==> config.mk <==
export PLATFORM = sky130hd
export DESIGN_NAME = parity_gpio_ahb
export DESIGN_NICKNAME = d
export VERILOG_FILES = /design/src/rtl/gpar_pkg.sv /design/src/rtl/gpar_parity.sv /design/src/rtl/gpar_addr_phase.sv /design/src/rtl/gpar_regs.sv /design/src/rtl/gpar_in_stage.sv /design/src/rtl/parity_gpio_ahb.sv
export SDC_FILE = /design/constraint.sdc
export NUM_CORES = 1
export LEC_CHECK = 0
export BUFFER_PORTS_ARGS = -buffer_cell sky130_fd_sc_hd__buf_2
export CAP_MARGIN = 20
export CORE_MARGIN = 2
export CORE_UTILIZATION = 44
export CTS_CLUSTER_DIAMETER = 120
export CTS_CLUSTER_SIZE = 25
export DETAILED_ROUTE_END_ITERATION = 6
export PLACE_DENSITY_LB_ADDON = 0.3
export REMOVE_ABC_BUFFERS = 1
export SETUP_SLACK_MARGIN = 0.5
export SLEW_MARGIN = 20
export SYNTH_ARGS = -nofsm -noshare
export SYNTH_HDL_FRONTEND = slang
export SYNTH_SLANG_ARGS = --single-unit
==> constraint.sdc <==
create_clock -name clk_i -period 3.2 [get_ports clk_i]
set_input_delay 0.16 -clock clk_i [delete_from_list [all_inputs] [get_ports clk_i]]
set_output_delay 0.16 -clock clk_i [all_outputs]
set_load 0.05 [all_outputs]
==> src/rtl/gpar_pkg.sv <==
package gpar_pkg;
  typedef enum logic [1:0] {
    SEL_NONE = 2'd0,
    SEL_DATA = 2'd1,
    SEL_DIR  = 2'd2
  } reg_sel_e;

  typedef struct packed {
    logic     wr;
    logic     rd;
    reg_sel_e sel;
  } dphase_t;
endpackage

==> src/rtl/gpar_parity.sv <==
module gpar_parity #(
  parameter int DATA_W = 16
) (
  input  logic [DATA_W-1:0] data_i,
  input  logic              sense_i,
  output logic              par_o
);
  assign par_o = ~^{data_i, sense_i};
endmodule

==> src/rtl/gpar_addr_phase.sv <==
module gpar_addr_phase
  import gpar_pkg::*;
#(
  parameter int          ADDR_W   = 32,
  parameter int          DEC_W    = 8,
  parameter logic [7:0]  DATA_OFS = 8'h00,
  parameter logic [7:0]  DIR_OFS  = 8'h04
) (
  input  logic              clk_i,
  input  logic              rst_ni,
  input  logic              hsel_i,
  input  logic              hready_i,
  input  logic [1:0]        htrans_i,
  input  logic              hwrite_i,
  input  logic [ADDR_W-1:0] haddr_i,
  output dphase_t           dp_o
);
  logic [DEC_W-1:0] ofs;
  logic             access;
  reg_sel_e         sel_d;
  dphase_t          dp_q;
  logic             unused_hi;

  assign ofs       = haddr_i[DEC_W-1:0];
  assign unused_hi = ^{haddr_i[ADDR_W-1:DEC_W], htrans_i[0]};
  // NONSEQ and SEQ both have bit 1 set
  assign access    = hsel_i & hready_i & htrans_i[1];

  always_comb begin
    if (ofs == DEC_W'(DATA_OFS))     sel_d = SEL_DATA;
    else if (ofs == DEC_W'(DIR_OFS)) sel_d = SEL_DIR;
    else                             sel_d = SEL_NONE;
  end

  always_ff @(posedge clk_i or negedge rst_ni) begin
    if (!rst_ni) begin
      dp_q <= '{wr: 1'b0, rd: 1'b0, sel: SEL_NONE};
    end else begin
      dp_q.wr  <= access & hwrite_i;
      dp_q.rd  <= access & ~hwrite_i;
      dp_q.sel <= sel_d;
    end
  end

  assign dp_o = dp_q;

  AST_NO_ACCESS: assert property (@(posedge clk_i) disable iff (!rst_ni)
    !(hsel_i && hready_i && htrans_i[1]) |=> (!dp_o.wr && !dp_o.rd));
  AST_ONE_KIND: assert property (@(posedge clk_i) disable iff (!rst_ni)
    !(dp_o.wr && dp_o.rd));
endmodule

==> src/rtl/gpar_regs.sv <==
module gpar_regs
  import gpar_pkg::*;
#(
  parameter int BUS_W  = 32,
  parameter int DATA_W = 16
) (
  input  logic              clk_i,
  input  logic              rst_ni,
  input  dphase_t           dp_i,
  input  logic [BUS_W-1:0]  hwdata_i,
  input  logic [DATA_W-1:0] in_data_i,
  output logic [DATA_W-1:0] dat_o,
  output logic              dir_o,
  output logic [BUS_W-1:0]  rdata_o
);
  logic [DATA_W-1:0] dat_q;
  logic              dir_q;
  logic              unused_wd;

  assign unused_wd = ^hwdata_i[BUS_W-1:DATA_W];

  always_ff @(posedge clk_i or negedge rst_ni) begin
    if (!rst_ni) begin
      dat_q <= '0;
      dir_q <= 1'b0;
    end else if (dp_i.wr) begin
      case (dp_i.sel)
        SEL_DATA: dat_q <= hwdata_i[DATA_W-1:0];
        SEL_DIR:  dir_q <= hwdata_i[0];
        default:  ;
      endcase
    end
  end

  always_comb begin
    rdata_o = '0;
    if (dp_i.rd) begin
      case (dp_i.sel)
        SEL_DATA: rdata_o[DATA_W-1:0] = dir_q ? dat_q : in_data_i;
        SEL_DIR:  rdata_o[0]          = dir_q;
        default:  ;
      endcase
    end
  end

  assign dat_o = dat_q;
  assign dir_o = dir_q;

  AST_DATA_LOAD: assert property (@(posedge clk_i) disable iff (!rst_ni)
    (dp_i.wr && dp_i.sel == SEL_DATA) |=> (dat_q == $past(hwdata_i[DATA_W-1:0])));
  AST_DIR_LOAD: assert property (@(posedge clk_i) disable iff (!rst_ni)
    (dp_i.wr && dp_i.sel == SEL_DIR) |=> (dir_q == $past(hwdata_i[0])));
  AST_UNMAPPED_KEEP: assert property (@(posedge clk_i) disable iff (!rst_ni)
    (dp_i.sel == SEL_NONE) |=> ($stable(dat_q) && $stable(dir_q)));
  AST_UPPER_ZERO: assert property (@(posedge clk_i) disable iff (!rst_ni)
    rdata_o[BUS_W-1:DATA_W] == '0);
endmodule

==> src/rtl/gpar_in_stage.sv <==
module gpar_in_stage #(
  parameter int DATA_W = 16
) (
  input  logic              clk_i,
  input  logic              rst_ni,
  input  logic [DATA_W:0]   in_i,
  input  logic              sense_i,
  output logic [DATA_W-1:0] data_o,
  output logic              err_o
);
  logic              exp_par;
  logic [DATA_W-1:0] data_q;
  logic              err_q;

  gpar_parity #(.DATA_W(DATA_W)) u_chk (
    .data_i  (in_i[DATA_W-1:0]),
    .sense_i (sense_i),
    .par_o   (exp_par)
  );

  always_ff @(posedge clk_i or negedge rst_ni) begin
    if (!rst_ni) begin
      data_q <= '0;
      err_q  <= 1'b0;
    end else begin
      data_q <= in_i[DATA_W-1:0];
      err_q  <= in_i[DATA_W] ^ exp_par;
    end
  end

  assign data_o = data_q;
  assign err_o  = err_q;

  AST_ERR_TRACK: assert property (@(posedge clk_i) disable iff (!rst_ni)
    rst_ni |=> (err_o == (^{$past(in_i), $past(sense_i)} == 1'b0)));
endmodule

==> src/rtl/parity_gpio_ahb.sv <==
module parity_gpio_ahb
  import gpar_pkg::*;
#(
  parameter int BUS_W  = 32,
  parameter int DATA_W = 16,
  parameter int DEC_W  = 8
) (
  input  logic              clk_i,
  input  logic              rst_ni,
  input  logic              hsel_i,
  input  logic              hready_i,
  input  logic [1:0]        htrans_i,
  input  logic              hwrite_i,
  input  logic [BUS_W-1:0]  haddr_i,
  input  logic [BUS_W-1:0]  hwdata_i,
  input  logic [DATA_W:0]   port_in_i,
  input  logic              par_sense_i,
  output logic              hreadyout_o,
  output logic [BUS_W-1:0]  hrdata_o,
  output logic [DATA_W:0]   port_out_o,
  output logic              par_err_o
);
  dphase_t           dp;
  logic [DATA_W-1:0] in_data;
  logic [DATA_W-1:0] dat;
  logic              dir;
  logic [DATA_W-1:0] drive;
  logic              out_par;

  gpar_addr_phase #(
    .ADDR_W (BUS_W),
    .DEC_W  (DEC_W)
  ) u_addr (
    .clk_i    (clk_i),
    .rst_ni   (rst_ni),
    .hsel_i   (hsel_i),
    .hready_i (hready_i),
    .htrans_i (htrans_i),
    .hwrite_i (hwrite_i),
    .haddr_i  (haddr_i),
    .dp_o     (dp)
  );

  gpar_in_stage #(.DATA_W(DATA_W)) u_in (
    .clk_i   (clk_i),
    .rst_ni  (rst_ni),
    .in_i    (port_in_i),
    .sense_i (par_sense_i),
    .data_o  (in_data),
    .err_o   (par_err_o)
  );

  gpar_regs #(
    .BUS_W  (BUS_W),
    .DATA_W (DATA_W)
  ) u_regs (
    .clk_i     (clk_i),
    .rst_ni    (rst_ni),
    .dp_i      (dp),
    .hwdata_i  (hwdata_i),
    .in_data_i (in_data),
    .dat_o     (dat),
    .dir_o     (dir),
    .rdata_o   (hrdata_o)
  );

  assign drive = dir ? dat : '0;

  gpar_parity #(.DATA_W(DATA_W)) u_gen (
    .data_i  (drive),
    .sense_i (par_sense_i),
    .par_o   (out_par)
  );

  assign port_out_o  = {out_par, drive};
  assign hreadyout_o = 1'b1;

  AST_OUT_PARITY: assert property (@(posedge clk_i) disable iff (!rst_ni)
    ^{port_out_o, par_sense_i} == 1'b1);
  AST_IN_MODE_QUIET: assert property (@(posedge clk_i) disable iff (!rst_ni)
    !dir |-> (port_out_o[DATA_W-1:0] == '0));
  AST_OUT_MODE_DRIVE: assert property (@(posedge clk_i) disable iff (!rst_ni)
    dir |-> (port_out_o[DATA_W-1:0] == dat));
endmodule

# After elaboration in Yosys (flattened, before gate mapping)
# Index checks and enable logic that the tools add are counted.
[op_classes]
bitwise = 6
eq_ne = 3
n_mux = 7
n_reduce_logical = 5
[op_table]
columns = ["op", "n"]
rows = [
  ["$mux W16", 3],
  ["$reduce_xnor A17 Y1", 2],
  ["$mux W15", 1],
  ["$eq A8 B3 Y1 const B", 1],
  ["$logic_not A8 Y1", 1],
  ["$and A1 B1 Y1", 4],
  ["$mux W2", 2],
  ["$reduce_and A2 Y1", 2],
  ["$eq A2 B1 Y1 const B", 1],
  ["$eq A2 B2 Y1 const B", 1],
  ["$pmux W1 S2", 1],
  ["$not A1 Y1", 1],
  ["$xor A1 B1 Y1", 1],
]
[totals]
out_inout_bits = 51
inputBits = 89
word_cells = 28
reg_bits = 38

# Depth between registers and ports, before layout
[depth]
depth_word = 3
mapped_depth = 7
depth_no_buf = 6

# Cells and area by module
# A second synthesis with hierarchy kept.
[hier_totals]
cells_unflattened = 179
hier_area_um2 = 2147.1
[modules_own_cells]
columns = ["module", "cells_per_inst", "area_each_um2", "instances", "seq_area_each_um2"]
rows = [
  ["gpar_regs", 98, 1119.8, 1, 425.4],
  ["gpar_in_stage", 18, 434.2, 1, 425.4],
  ["gpar_parity", 15, 145.1, 2, 0.0],
  ["gpar_addr_phase", 13, 157.7, 1, 100.1],
  ["parity_gpio_ahb", 20, 145.1, 1, 0.0],
]

# Worst setup path after synthesis
# Ideal clock, no wire load.
[synth_path]
path_kind = "register -> output"
startpoint = "reg u_addr.dp_q (netlist bit u_addr.dp_o[1])"
endpoint = "out hrdata_o[0]"
slack_ns = 1.103
t_arrival_ns = 1.937
path_buffers = 0
required_ns = 3.040
stages_incl_launch_ff = 7
path_cell_list = "dfrtp_1 inv_1 ha_1 a21oi_1 nor2_1 a31oi_1 nor3b_1"
[synth_between]
elab_chain_cells = 3
word_cells_on_any_way = 4
cone_classes = "2 x eq/ne; 2 x mux"
[synth_rtl]
columns = ["element", "line_no", "rtl"]
rows = [
  ["start: declaration", "gpar_addr_phase.sv:21", "dphase_t dp_q;"],
  ["start signal: assignment", "gpar_addr_phase.sv:37", "dp_q <= '{wr: 1'b0, rd: 1'b0, sel: SEL_NONE};"],
  ["$eq A2 B2 Y1 / $eq A2 B1 Y1 (equally long branches)", "gpar_regs.sv:38", "case (dp_i.sel)"],
  ["$pmux W1 S2 *", "gpar_regs.sv:38", ""],
  ["$mux W16 *", "gpar_regs.sv:37", "if (dp_i.rd) begin"],
  ["end: declaration", "parity_gpio_ahb.sv:19", "output logic [BUS_W-1:0] hrdata_o,"],
]
# Every way passes the cells marked *; elsewhere a longest branch is shown, timed or not.

# Worst setup path in the final report
[layout_path]
startpoint = "reg u_regs.dat_q[8], in the netlist u_regs.dat_o[8]"
endpoint = "out port_out_o[16]"
[layout_between]
elab_chain_cells = 2
[layout_rtl]
columns = ["element", "line_no", "rtl"]
rows = [
  ["start: declaration", "gpar_regs.sv:16", "logic [DATA_W-1:0] dat_q;"],
  ["start signal: assignment", "gpar_regs.sv:28", "SEL_DATA: dat_q <= hwdata_i[DATA_W-1:0];"],
  ["$mux W16", "parity_gpio_ahb.sv:67", "assign drive = dir ? dat : '0;"],
  ["$reduce_xnor A17 Y1", "gpar_parity.sv:8", "assign par_o = ~^{data_i, sense_i};"],
  ["end: declaration", "parity_gpio_ahb.sv:20", "output logic [DATA_W:0] port_out_o,"],
]
# Every way passes these cells.

==> out/results.txt <==
status: complete, but fails checks
violated checks: negative hold slack
register area share after synthesis: 0.4906
CP endpoint kind: output pin
root buf cell: clkbuf_8
Total Power: 1.189 mW
CTS HTree Levels: 2
Die Ht: 70.37 microns
hold buffers post-CTS: 0
most common cell after layout, fill and taps aside: buf_2
clock sinks: 38
initial antenna violation count: 0
Post-Route Setup TNS: 0 ns
Filler Cell Count: 418
drt pass-1 iters: 4
WL final: 3.897 mm
Top Ports: 140
vias in the first global route: 1,362
number of vias per cell: 4.589
Max Buffers Root-to-Sink: 2
HPWL Detailed: 2.850 mm
initial drt markers: 54
register area: 950.9 sq um
slowest stage delay, CP: 0.40 ns
latest clock arrival within the worst-skew pair: 0.28 ns
total core area: 0.004294 sq mm
HP Class: input port to async pin
Critical Path Fanout Max: 3
total CTS buffers: 5
r2r endpoint: u_regs.dat_o[0]$_DFFE_PN0P_
relative slew slack: 0.4410
first-pass GRT wire length: 6.486 mm
Setup Fix Bufs, Post-CTS: 0
commonest cells after routing, fill and taps aside: buf_2, dfrtp_1, xnor2_1
Critical Path RT: 3.04 ns
post-synth cell types: 22
ANT nets after route: 0
critical path class: register to output pin
Clock Skew: 0.007086 ns
footprint of the multi-input gates: 877.1 sq um
min cycle time layout: 2.012 ns
Slew Limit Fails: 0
Mapped Cells: 180
worst r2r src: u_addr.dp_o[0]$_DFF_PN0_
routed via count: 1,464
critical path's slowest cell: dfrtp_1
clock-pin slew on the worst setup and hold paths: 0.07 ns
pin count of the biggest net entering global routing: 39
CP most frequent cell: xnor2_1
Synth Warn #: 0
crit-path cells: xnor2_1 > xnor2_1 > xnor2_1 > xnor2_1 > nor2_1 > xnor2_1 > buf_2
nets: 357
Port Buffers: 81
DIE AREA: 0.004952 sq mm
die width: 70.37 microns
post-placement cell area: 0.002321 sq mm
Total Routing Usage GR: 0.1687
Yosys reg bits: 38
Fin. Hold Viols: 23
Worst R2R Path Depth: 3
num rows: 24
nature of the critical path startpoint: register
layout cell share with drive strength beyond 1: 0.4045
Synth Area per Inst: 10.77 sq um
Hold Slack: -0.02240 ns
Placer Congestion: 0.7437
crit path DAT: 1.85 ns
total global routing overflow: 0
diode count: 0
Routed WL per cell: 12.22 microns
final worst path period share: 0.6289
Max Cap Violations: 0
Initial Util: 0.4513
Worst Setup EP: port_out_o[16]
RSZ-0062 raised after global routing: no
Setup violations, final: 0
area growth from synthesis to layout: 26.53%
top achievable clock speed: 496.9 MHz
post-CTS resize count: 0
Post-Syn Area: 0.001938 sq mm
CP Launch Point: u_regs.dat_o[8]$_DFFE_PN0P_
r2r setup slk: 1.51 ns
Pwr Density: 484.9 mW/mm^2
Leak Pwr: 1.214 nW
maximum vdd drop: 0.2438 mV
Remaining DRCs: 0
CTS tree: yes
Final Cell Area: 0.002452 sq mm
worst slew pin tran: 0.8384 ns
[flip-flops by register name, summed over array words and instances (netlist names)]
name / count
u_in.data_o: 16
u_in.err_o: 1
u_addr.dp_o: 4
u_regs.dat_o: 16
u_regs.dir_o: 1
[worst min-delay path by stage]
stage / to / startpoint / slack [ns]
global route: u_in.data_o[10]$_DFF_PN0_ / port_in_i[10] / 0.0005
floorplan: u_addr.dp_o[0]$_DFF_PN0_ / rst_ni / -0.14
global placement: u_in.data_o[15]$_DFF_PN0_ / port_in_i[15] / 0.29
detailed placement: u_in.data_o[13]$_DFF_PN0_ / port_in_i[13] / 0.29
finish: u_in.data_o[2]$_DFF_PN0_ / rst_ni / -0.02
CTS: u_in.data_o[4]$_DFF_PN0_ / rst_ni / 0.002
[cell families after synthesis]
kind of cell	share of synthesized area
xor gates and xnor gates	0.1491
other	0.003875
AOI/OAI and AO/OA	0.04455
adders and majority gates	0.01291
and+or+nand+nor	0.1143
DFF	0.4906
muxes	0.09877
buffers and inverters	0.08586
[critical path: cells and delay by family (launching register included)]
family                    cells  cell delay, ns
DFF                           1            0.40
xor gates and xnor gates      5            0.76
buffers and inverters         1            0.27
and+or+nand+nor               1            0.14
[metrics by stage]
step / hold slack [ns] / setup slack (ns) / utilization / std cells
after global routing: 0.0004879 / 0.9652 / 0.5711 / 319
after CTS: 0.001812 / 1.133 / 0.5618 / 315
final: -0.02240 / 1.188 / 0.5711 / 319
after floorplan: -0.1356 / 1.063 / - / 173
after global placement: 0.2926 / 1.459 / 0.5405 / 307
after detailed placement: 0.2938 / 1.457 / 0.5405 / 307
[power breakdown]
group / internal [mW] / switching [mW] / total, mW
combinational: 0.119 / 0.219 / 0.338
clock: 0.174 / 0.155 / 0.328
sequential: 0.509 / 0.0141 / 0.523
total: 0.802 / 0.387 / 1.19
[cell type report]
class / count / share of cell area
Sequential cell: 38 / 0.3878
Clock inverter: 1 / 0.002041
Timing Repair Buffer: 86 / 0.1847
Tap cell: 52 / 0.02653
Multi-Input combinational cell: 131 / 0.3577
Inverter: 4 / 0.006122
Clock buffer: 7 / 0.03520
[cells in the mapped netlist]
library cell | count | area share
xor2_1 | 4 | 0.018
nor2_1 | 20 | 0.039
dfrtp_1 | 38 | 0.49
inv_1 | 3 | 0.0058
and2_2 | 1 | 0.0039
xnor2_1 | 29 | 0.13
nand3_1 | 1 | 0.0026
conb_1 | 2 | 0.0039
nor3b_1 | 1 | 0.0039
nor3_1 | 1 | 0.0026
and3_1 | 1 | 0.0032
and2_1 | 15 | 0.048
a31oi_1 | 1 | 0.0032
clkbuf_1 | 3 | 0.0058
mux2_2 | 17 | 0.099
ha_1 | 2 | 0.013
nor4_1 | 1 | 0.0032
nand2_1 | 4 | 0.0077
buf_4 | 18 | 0.070
inv_2 | 1 | 0.0019
a21oi_1 | 16 | 0.041
buf_2 | 1 | 0.0026
[routing by layer]
layer / up-vias / share of wire / global-route usage
li1: 711 / - / -
met2: 65 / 0.48 / 0.2736
met4: 0 / 0.0080 / 0.04487
met1: 684 / 0.43 / 0.2255
met5: - / 0 / 0
met3: 4 / 0.076 / 0.04185
Note: power is estimated with default switching activity, not from simulation.
